## src/rtl/bfx_pkg.sv

```systemverilog
package bfx_pkg;
  localparam int BFX_DATA_W  = 64;
  localparam int BFX_CTRL_W  = 32;
  localparam int BFX_LEN_LSB = 16;
  localparam int BFX_LEN_W   = 7;

  typedef enum logic {
    BFX_NARROW = 1'b0,
    BFX_WIDE   = 1'b1
  } bfx_width_e;

  typedef enum logic {
    BFX_ZERO_FILL = 1'b0,
    BFX_SIGN_FILL = 1'b1
  } bfx_fill_e;
endpackage

```

## src/rtl/bfx_field_decode.sv

```systemverilog
module bfx_field_decode #(
  parameter int CTRL_W  = bfx_pkg::BFX_CTRL_W,
  parameter int OFF_W   = 6,
  parameter int LEN_LSB = bfx_pkg::BFX_LEN_LSB,
  parameter int LEN_W   = bfx_pkg::BFX_LEN_W
) (
  input  logic [CTRL_W-1:0] ctrl,
  input  bfx_pkg::bfx_width_e width_sel,
  output logic [OFF_W-1:0]  off,
  output logic [LEN_W-1:0]  len
);
  localparam int NARROW_OFF_W = OFF_W - 1;

  logic ctrl_unused;
  assign ctrl_unused = ^ctrl;

  // Narrow mode drops the top position bit; wide mode keeps all of them.
  always_comb begin
    if (width_sel == bfx_pkg::BFX_WIDE) begin
      off = ctrl[OFF_W-1:0];
    end else begin
      off = {1'b0, ctrl[NARROW_OFF_W-1:0]};
    end
    len = ctrl[LEN_LSB+LEN_W-1:LEN_LSB];
  end
endmodule

```

## src/rtl/bfx_extract.sv

```systemverilog
module bfx_extract #(
  parameter int DATA_W = bfx_pkg::BFX_DATA_W,
  parameter int OFF_W  = $clog2(DATA_W),
  parameter int LEN_W  = bfx_pkg::BFX_LEN_W
) (
  input  logic [DATA_W-1:0] data,
  input  bfx_pkg::bfx_width_e width_sel,
  input  bfx_pkg::bfx_fill_e  fill_sel,
  input  logic [OFF_W-1:0]  off,
  input  logic [LEN_W-1:0]  len,
  output logic [DATA_W-1:0] result,
  output logic              nonzero
);
  localparam int HALF_W = DATA_W / 2;
  localparam int EW     = (LEN_W > OFF_W + 1) ? LEN_W : OFF_W + 1;

  logic              is_wide;
  logic [DATA_W-1:0] src;
  logic [DATA_W-1:0] shifted;
  logic [EW-1:0]     width_act;
  logic [EW-1:0]     room;
  logic [EW-1:0]     len_x;
  logic [EW-1:0]     eff;
  logic [OFF_W-1:0]  top_idx;
  logic [DATA_W-1:0] keep;
  logic              fill_bit;
  logic [DATA_W-1:0] filled;

  assign is_wide = (width_sel == bfx_pkg::BFX_WIDE);

  // Narrow operands see only the low half of the source.
  assign src       = is_wide ? data : {{(DATA_W-HALF_W){1'b0}}, data[HALF_W-1:0]};
  assign shifted   = src >> off;
  assign width_act = is_wide ? EW'(DATA_W) : EW'(HALF_W);
  assign room      = width_act - EW'(off);
  assign len_x     = EW'(len);
  // A field longer than the bits left above the offset is cut at the word top.
  assign eff       = (len_x >= room) ? room : len_x;
  assign top_idx   = eff[OFF_W-1:0] - 1'b1;

  generate
    for (genvar i = 0; i < DATA_W; i++) begin : g_keep
      assign keep[i] = (EW'(i) < eff);
    end
  endgenerate

  assign fill_bit = (fill_sel == bfx_pkg::BFX_SIGN_FILL) && shifted[top_idx];
  assign filled   = (shifted & keep) | (fill_bit ? ~keep : '0);

  always_comb begin
    if (len == '0) begin
      result = '0;
    end else if (is_wide) begin
      result = filled;
    end else begin
      result = {{(DATA_W-HALF_W){1'b0}}, filled[HALF_W-1:0]};
    end
  end

  assign nonzero = |result;
endmodule

```

## src/rtl/bfx_out_stage.sv

```systemverilog
module bfx_out_stage #(
  parameter int DATA_W  = bfx_pkg::BFX_DATA_W,
  parameter bit REG_OUT = 1'b0
) (
  input  logic              clk,
  input  logic              rst_n,
  input  logic              in_valid,
  output logic              in_ready,
  input  logic [DATA_W-1:0] in_result,
  input  logic              in_flag,
  output logic              out_valid,
  input  logic              out_ready,
  output logic [DATA_W-1:0] out_result,
  output logic              out_flag
);
  generate
    if (REG_OUT) begin : g_reg
      logic              vld_q;
      logic [DATA_W-1:0] res_q;
      logic              flg_q;

      assign in_ready = !vld_q || out_ready;

      always_ff @(posedge clk or negedge rst_n) begin
        if (!rst_n) begin
          vld_q <= 1'b0;
          res_q <= '0;
          flg_q <= 1'b0;
        end else if (in_valid && in_ready) begin
          vld_q <= 1'b1;
          res_q <= in_result;
          flg_q <= in_flag;
        end else if (out_ready) begin
          vld_q <= 1'b0;
        end
      end

      assign out_valid  = vld_q;
      assign out_result = res_q;
      assign out_flag   = flg_q;

      AST_HOLD_STALLED: assert property (@(posedge clk) disable iff (!rst_n)
        (out_valid && !out_ready) |=> (out_valid && $stable(out_result) && $stable(out_flag)));
      AST_STALL_BLOCKS: assert property (@(posedge clk) disable iff (!rst_n)
        (out_valid && !out_ready) |-> !in_ready);
      AST_ACCEPT_SHOWS: assert property (@(posedge clk) disable iff (!rst_n)
        (in_valid && in_ready) |=> out_valid);
    end else begin : g_pass
      assign in_ready   = out_ready;
      assign out_valid  = in_valid;
      assign out_result = in_result;
      assign out_flag   = in_flag;

      AST_PASS_VALID: assert property (@(posedge clk) disable iff (!rst_n)
        (out_valid == in_valid) && (in_ready == out_ready));
    end
  endgenerate

  AST_FLAG_TRACKS: assert property (@(posedge clk) disable iff (!rst_n)
    out_valid |-> (out_flag == (out_result != '0)));
endmodule

```

## src/rtl/scalar_bfx.sv

```systemverilog
module scalar_bfx #(
  parameter int DATA_W  = bfx_pkg::BFX_DATA_W,
  parameter int CTRL_W  = bfx_pkg::BFX_CTRL_W,
  parameter int LEN_LSB = bfx_pkg::BFX_LEN_LSB,
  parameter int LEN_W   = bfx_pkg::BFX_LEN_W,
  parameter bit REG_OUT = 1'b0
) (
  input  logic              clk,
  input  logic              rst_n,
  input  logic              in_valid,
  output logic              in_ready,
  input  logic [DATA_W-1:0] in_data,
  input  logic [CTRL_W-1:0] in_ctrl,
  input  logic              in_wide,
  input  logic              in_signed,
  output logic              out_valid,
  input  logic              out_ready,
  output logic [DATA_W-1:0] out_result,
  output logic              out_flag
);
  localparam int OFF_W  = $clog2(DATA_W);
  localparam int HALF_W = DATA_W / 2;

  bfx_pkg::bfx_width_e width_sel;
  bfx_pkg::bfx_fill_e  fill_sel;
  logic [OFF_W-1:0]    fld_off;
  logic [LEN_W-1:0]    fld_len;
  logic [DATA_W-1:0]   core_res;
  logic                core_nz;

  assign width_sel = in_wide   ? bfx_pkg::BFX_WIDE      : bfx_pkg::BFX_NARROW;
  assign fill_sel  = in_signed ? bfx_pkg::BFX_SIGN_FILL : bfx_pkg::BFX_ZERO_FILL;

  bfx_field_decode #(
    .CTRL_W (CTRL_W),
    .OFF_W  (OFF_W),
    .LEN_LSB(LEN_LSB),
    .LEN_W  (LEN_W)
  ) u_decode (
    .ctrl     (in_ctrl),
    .width_sel(width_sel),
    .off      (fld_off),
    .len      (fld_len)
  );

  bfx_extract #(
    .DATA_W(DATA_W),
    .OFF_W (OFF_W),
    .LEN_W (LEN_W)
  ) u_extract (
    .data     (in_data),
    .width_sel(width_sel),
    .fill_sel (fill_sel),
    .off      (fld_off),
    .len      (fld_len),
    .result   (core_res),
    .nonzero  (core_nz)
  );

  bfx_out_stage #(
    .DATA_W (DATA_W),
    .REG_OUT(REG_OUT)
  ) u_out (
    .clk       (clk),
    .rst_n     (rst_n),
    .in_valid  (in_valid),
    .in_ready  (in_ready),
    .in_result (core_res),
    .in_flag   (core_nz),
    .out_valid (out_valid),
    .out_ready (out_ready),
    .out_result(out_result),
    .out_flag  (out_flag)
  );

  AST_ZERO_LEN_CLEAR: assert property (@(posedge clk) disable iff (!rst_n)
    (in_valid && fld_len == '0) |-> (core_res == '0 && !core_nz));
  AST_NARROW_UPPER: assert property (@(posedge clk) disable iff (!rst_n)
    (in_valid && !in_wide) |-> (core_res[DATA_W-1:HALF_W] == '0));
  AST_NARROW_OFFSET: assert property (@(posedge clk) disable iff (!rst_n)
    (in_valid && !in_wide) |-> (fld_off < OFF_W'(HALF_W)));
endmodule

```

## config.mk

```make
export PLATFORM = sky130hd
export DESIGN_NAME = scalar_bfx
export DESIGN_NICKNAME = d
export VERILOG_FILES = /design/src/rtl/bfx_pkg.sv /design/src/rtl/bfx_field_decode.sv /design/src/rtl/bfx_extract.sv /design/src/rtl/bfx_out_stage.sv /design/src/rtl/scalar_bfx.sv
export SDC_FILE = /design/constraint.sdc
export NUM_CORES = 1
export LEC_CHECK = 0
export BUFFER_PORTS_ARGS = -buffer_cell sky130_fd_sc_hd__buf_4
export CAP_MARGIN = 20
export CELL_PAD_IN_SITES_DETAIL_PLACEMENT = 1
export CELL_PAD_IN_SITES_GLOBAL_PLACEMENT = 2
export CORE_MARGIN = 1.5
export CORE_UTILIZATION = 35
export DETAILED_ROUTE_END_ITERATION = 8
export GPL_ROUTABILITY_DRIVEN = 1
export PLACE_DENSITY_LB_ADDON = 0.1
export SLEW_MARGIN = 20
export SYNTH_ARGS = -nofsm -noshare
export SYNTH_HDL_FRONTEND = slang
export SYNTH_HIERARCHICAL = 1
export SYNTH_SLANG_ARGS = --single-unit
```

## constraint.sdc

```tcl
create_clock -name vclk -period 18.5
set_clock_uncertainty 0.05 [all_clocks]
set_input_delay 0.925 -clock vclk [all_inputs]
set_output_delay 0.925 -clock vclk [all_outputs]
set_load 0.01 [all_outputs]
```

==> results of run 1 <==
-- cells by family after synthesis --
| group | synth area share (%) |
|---|---|
| AO/OA/AOI/OAI | 37.87 |
| buffers and inverters | 13.23 |
| XOR/XNOR | 0.7894 |
| multiplexers | 23.15 |
| adder cells (fa/ha/maj) | 1.148 |
| AND/OR/NAND/NOR | 23.81 |
-- layer usage --
metal	share of wire, %	routed length, um	vias to the layer above	GRT usage (%)
li1	-	-	4921	-
met5	0	0	-	0
met2	43	20730	597	55.31
met4	3.2	1565	0	9.554
met1	44	21550	5495	51.79
met3	10	4862	88	7.722
-- final timing paths --
check,depth (start not counted),end,startpoint
max,24,out_flag,in_wide
min,0,in_ready,out_ready
-- metrics by stage --
step | power (mW) | util [%]
after floorplan | 0.3137 | -
after global placement | 0.4594 | 38.44
after detailed placement | 0.4606 | 38.44
after CTS | 0.4625 | 38.44
after global routing | 0.5016 | 38.44
final | 0.4776 | 38.44
-- worst max-delay path: stages --
cell       delay (ps)
buf_4             310
and2_1            180
buf_4             390
inv_1             470
ha_1              490
nor4_1            250
or2_1             370
inv_2             130
ha_1              350
and3_1            210
o21ai_0           340
o221ai_2          160
buf_4             260
nand2_1           130
mux2i_1           960
a2111oi_0         300
o21ai_1           250
a311oi_1          110
o31ai_4           800
mux2i_1           200
o31a_1            350
or4_1             540
or4_1             530
buf_4             160
-- Yosys cell counts, types with 6 or more instances --
library cell | n | area, sq um
o21a_1 | 11 | 82.58
o22ai_1 | 65 | 406.6
mux2i_1 | 81 | 810.8
buf_2 | 28 | 140.1
nand2b_1 | 12 | 75.07
nand3_1 | 45 | 225.2
buf_4 | 86 | 645.6
buf_6 | 6 | 67.56
and2_1 | 21 | 131.4
o221ai_1 | 18 | 157.7
a311oi_1 | 6 | 52.55
nand3b_1 | 6 | 45.04
nor2b_1 | 8 | 50.05
o31ai_1 | 8 | 60.06
nor2_1 | 139 | 521.8
o211ai_1 | 16 | 120.1
and3_1 | 8 | 50.05
a21oi_1 | 87 | 435.4
nand4_1 | 17 | 106.4
nor4_1 | 8 | 50.05
a222oi_1 | 7 | 70.07
o21ai_1 | 14 | 70.07
o21bai_1 | 6 | 45.04
nor3_1 | 41 | 205.2
or2_2 | 7 | 43.79
mux2_2 | 33 | 371.6
ha_1 | 8 | 100.1
o21ai_0 | 65 | 325.3
mux4_2 | 34 | 765.7
a211o_1 | 7 | 61.31
a32oi_1 | 7 | 61.31
a211oi_1 | 24 | 180.2
inv_1 | 15 | 56.30
a21o_1 | 13 | 97.59
a221oi_1 | 11 | 96.34
a22oi_1 | 21 | 157.7
nand2_1 | 116 | 435.4
clkbuf_1 | 54 | 202.7
a31oi_1 | 15 | 93.84
-- cell usage in the layout (no fill, tap or decap), drive strengths merged, types with 6 or more instances in the layout --
cell    count
nor2      139
a21oi      89
a211oi     24
mux4       34
nand2     117
a221oi     13
nor2b       8
a211o       7
o31ai       9
xnor2       6
inv        20
nand4      17
o21bai      6
a32oi       7
a222oi      7
ha          8
or2         9
mux2       38
and3        8
nand2b     12
o221a       6
a31oi      16
buf       174
a22oi      22
o22ai      66
o221ai     19
a311oi      7
mux2i      82
o211ai     16
nor3       42
o21ai      79
nand3b      6
nor4        8
o21a       11
nand3      46
and2       22
a21o       13
-- final cells by class --
| class | count | area share, % |
|---|---|---|
| Tap cell | 324 | 4.323 |
| Inverter | 21 | 0.8407 |
| Multi-Input combinational cell | 1085 | 80.90 |
| Timing Repair Buffer | 174 | 13.93 |
-- power by group --
group	switching, mW	internal [mW]	leakage (nW)	total, mW
Clock	0	0	0	0
Sequential	0	0	0	0
Combinational	0.310	0.168	3.66	0.478
==> metrics.txt, run 1 <==
yosys warns 6; CP Data Arrival Time 9220 ps; row count 57; DR iter-0 viols 1,426; post-CTS setup buffer count 0; DR WL/cell 30.36 um; Power per Cell Area 50.93 nW/um^2; fillers 3,187; dpl hpwl 38.47 mm; Worst Hold Class in -> out; sequential area share after synthesis 0%; crit-path max FO 31; Syn Area/Cell a little under 7 sq um; slew margin rel. around a fifth; Die Width 160.8 um; unrepaired setup endpoints after global routing false; pre-CTS setup slack roughly 8600 ps; final setup fails 0; antenna violations before repair 0; final period utilization 55.11%; Placement Cell Area 9376 sq um; Setup TNS Final 0 ps; Worst EP required between 15,000 and 20,000 ps; Nets 1,392; fmax ~0.098 GHz; clock buffers 0; Seq cells 0; ANT nets after route 0; core box area 24,390 sq um; number of library cell types mapped by synthesis 89; PostCTS Resize Cnt 0; Critical Path End Type output port; first-pass GRT wire length ~71 mm; Reg area 0 sq um; Hold WS 1800 ps; Final Hold Fails 0; Via Count 11,100; Synth Net Count approximately 1,400; Inst Count DP about 1,600; Leak 3.664 nW; CP Class in -> out; I/O Buffers between 100 and 150; Max IR drop VDD 0.00002133 V; I/O pins 169; GPL Wtd Cong 0.9983; grt ovf 0; vias in the first global route 10,620; status finished clean; Worst-Margin Slew 1178 ps; starting density of the core about 36%; Tot GR Track Use 36.40%; Residual DRC 0; largest net degree at the start of global routing 77; diode count 0; worst setup margin 8304 ps; full die area 25,860 sq um; Final Cell Area 9376 sq um; Startpoint Class input port; Max Slew Vio Count 0; # hold bufs at CTS 0; share of post-route cells with drive strength above 1 22.19%; cells after synthesis 1,285; Post-Layout Cell Count 1,604; Area Growth Syn to Fin 7.549%; drt first pass iters 6; Total Routed Length 48.71 mm; die height 160.8 um; Synth Cell Area 8718 sq um; Max-Cap Viols 0; multi-input logic area ~7600 sq um; clock period minus final worst setup slack 10,200 ps; Vias/cell 6.921
No activity file was read; power rests on OpenSTA's default activity.
==> run 2: changes to the inputs <==
CORE_UTILIZATION = 29   (was 35)
clock period = 8.2 ns   (was 18.5 ns; I/O delays follow)
==> run 2 against run 1 <==
Clock-buffer cell count stayed put. Design area rose by 3.0%. Via count increased by 1.4%. Non-clock buffer count increased by 24. Core utilization fell by 5.9 points. Worst setup slack worse by 8100 ps. Die area rose by 20%.
==> metrics.txt, run 2 (synthesis gave the netlist of run 1 again) <==
Nets 1,416 (was 1,392); Via Count 11,250 (was 11,100); drt first pass iters 6 (unchanged); fillers 3,797 (was 3,187); most common cell after layout, fill and taps aside buf_4 (unchanged); core box area 29,640 sq um (was 24,390 sq um); multi-input logic area 7594 sq um (was 7586 sq um); Cell Chain, Critical Path buf_4, and2_1, inv_1, ha_1, nor4_1, or2_1, inv_2, ha_1, and3_1, nor3_1, o21a_1, buf_4, nor3_1, nor2_1, o21ai_0, a21oi_1, o2111ai_1, nor4_1, o211a_1, o221ai_1, or4_1, or4_1, buf_4 (was buf_4, and2_1, buf_4, inv_1, ha_1, nor4_1, or2_1, inv_2, ha_1, and3_1, o21ai_0, o221ai_2, buf_4, nand2_1, mux2i_1, a2111oi_0, o21ai_1, a311oi_1, o31ai_4, mux2i_1, o31a_1, or4_1, or4_1, buf_4); Seq cells 0 (unchanged); PostCTS Resize Cnt 0 (unchanged); Max IR drop VDD 0.00005567 V (was 0.00002133 V); Startpoint Class input port (unchanged); slowest cell on the critical path nor2_1 (was mux2i_1); CP Class in -> out (unchanged); Leak 3.778 nW (was 3.664 nW); I/O Buffers 144 (unchanged); Area Growth Syn to Fin 10.73% (was 7.549%); vias in the first global route 10,980 (was 10,620); # hold bufs at CTS 0 (unchanged); first-pass GRT wire length 75.33 mm (was 71.06 mm); Total Routed Length 51.92 mm (was 48.71 mm); largest net degree at the start of global routing 70 (was 77); post-CTS setup buffer count 0 (unchanged); full die area 31,110 sq um (was 25,860 sq um); peak per-stage delay on the critical path 740 ps (was 960 ps); total chip power 1.110 mW (was 477.6 uW); Worst Hold Class in -> out (unchanged); crit-path max FO 26 (was 31); Setup TNS Final 0 ps (unchanged); Worst EP required 7740 ps (was 17,530 ps); die height 176.4 um (was 160.8 um); Worst-Margin Slew 1214 ps (was 1178 ps); final period utilization a little over nine tenths; I/O pins 169 (unchanged); Residual DRC 0 (unchanged); Power per Cell Area 115.0 nW/um^2 (was 50.93 nW/um^2); row count 63 (was 57); Final Hold Fails 0 (unchanged); CP Data Arrival Time 7530 ps (was 9220 ps); Die Width 176.4 um (was 160.8 um); Max-Cap Viols 0 (unchanged); status finished clean (unchanged); clock period minus final worst setup slack about 8000 ps; most frequent CP cell buf_4 (unchanged); unrepaired setup endpoints after global routing false (unchanged); final setup fails 0 (unchanged); dpl hpwl 41.76 mm (was 38.47 mm); GPL Wtd Cong 0.9632 (was 0.9983); most frequent cells in the layout 198 x buf_4, 139 x nor2_1, 116 x nand2_1 (was 174 x buf_4, 139 x nor2_1, 116 x nand2_1); Tot GR Track Use 32.57% (was 36.40%); Vias/cell 6.631 (was 6.921); clock buffers 0 (unchanged); DR WL/cell 30.60 um (was 30.36 um); starting density of the core 29.42% (was 35.74%); Reg area 0 sq um (unchanged); final core occ 32.57% (was 38.44%); fmax 0.1252 GHz; Critical Path End Type output port (unchanged); slew margin rel. 19.06% (was 19.24%); share of post-route cells with drive strength above 1 23.62% (was 22.19%); antenna violations before repair 3 (was 0); ANT nets after route 0 (unchanged); grt ovf 0 (unchanged); DR iter-0 viols 1,470 (was 1,426); Max Slew Vio Count 0 (unchanged)
-- run 2: changes by cell type in the layout (fill, tap and decap cells not counted) --
cell / previous run / this run
buf_4: 174 / 198
diode_2: 0 / 3
o21ai_2: 1 / 0
o21ai_4: 0 / 1
-- run 2: critical path, delay by kind of cell --
| kind | cells | cell delay [ps] |
|---|---|---|
| simple gates | 10 | 3870 |
| compound gates | 6 | 1680 |
| buf+inv | 5 | 870 |
| fa+ha+maj | 2 | 680 |
-- run 2: path summary, 6_finish.rpt --
| check | startpoint | to | cells after the start | slack, ps |
|---|---|---|---|---|
| worst max-delay path | in_wide | out_flag | 23 | 210 |
| worst min-delay path | in_valid | out_valid | 0 | 770 |
-- run 2: metal layers --
layer | routed length, um | up-vias | track usage (%) | part of all wire [%]
met5 | 0 | - | 0 | 0
met4 | 1856 | 0 | 10.42 | 3.6
met3 | 4283 | 93 | 6.503 | 8.2
met2 | 21980 | 553 | 49.02 | 42
met1 | 23810 | 5637 | 46.17 | 46
li1 | - | 4969 | - | -
-- run 2: where the power goes --
group	total (mW)	leakage [nW]	internal (mW)	switching, mW
clock	0.0000000454	0.0000200	0.0000000454	0
combinational	1.11	3.78	0.394	0.716
sequential	0	0	0	0
total	1.11	3.78	0.394	0.716
-- run 2: final cells by class --
| cell class | count | share of cell area, % |
|---|---|---|
| multi-input combinational | 1085 | 78.65 |
| tap | 390 | 5.054 |
| inverter | 21 | 0.8165 |
| antenna | 3 | 0.07776 |
| timing repair buffer | 198 | 15.40 |
-- run 2: per-stage QoR --
| step | area [sq um] | setup WS (ps) | hold WS (ps) | cells |
|---|---|---|---|---|
| 3_5_place_dp | 9639 | 411.3 | 770.1 | 1694 |
| 2_1_floorplan | 8718 | 1633 | 861.8 | 1285 |
| 5_1_grt | 9649 | 60.45 | 770.0 | 1695 |
| 6_report | 9654 | 212.2 | 770.0 | 1697 |
| 4_1_cts | 9639 | 383.8 | 770.1 | 1694 |
| 3_3_place_gp | 9639 | 556.8 | 770.1 | 1694 |
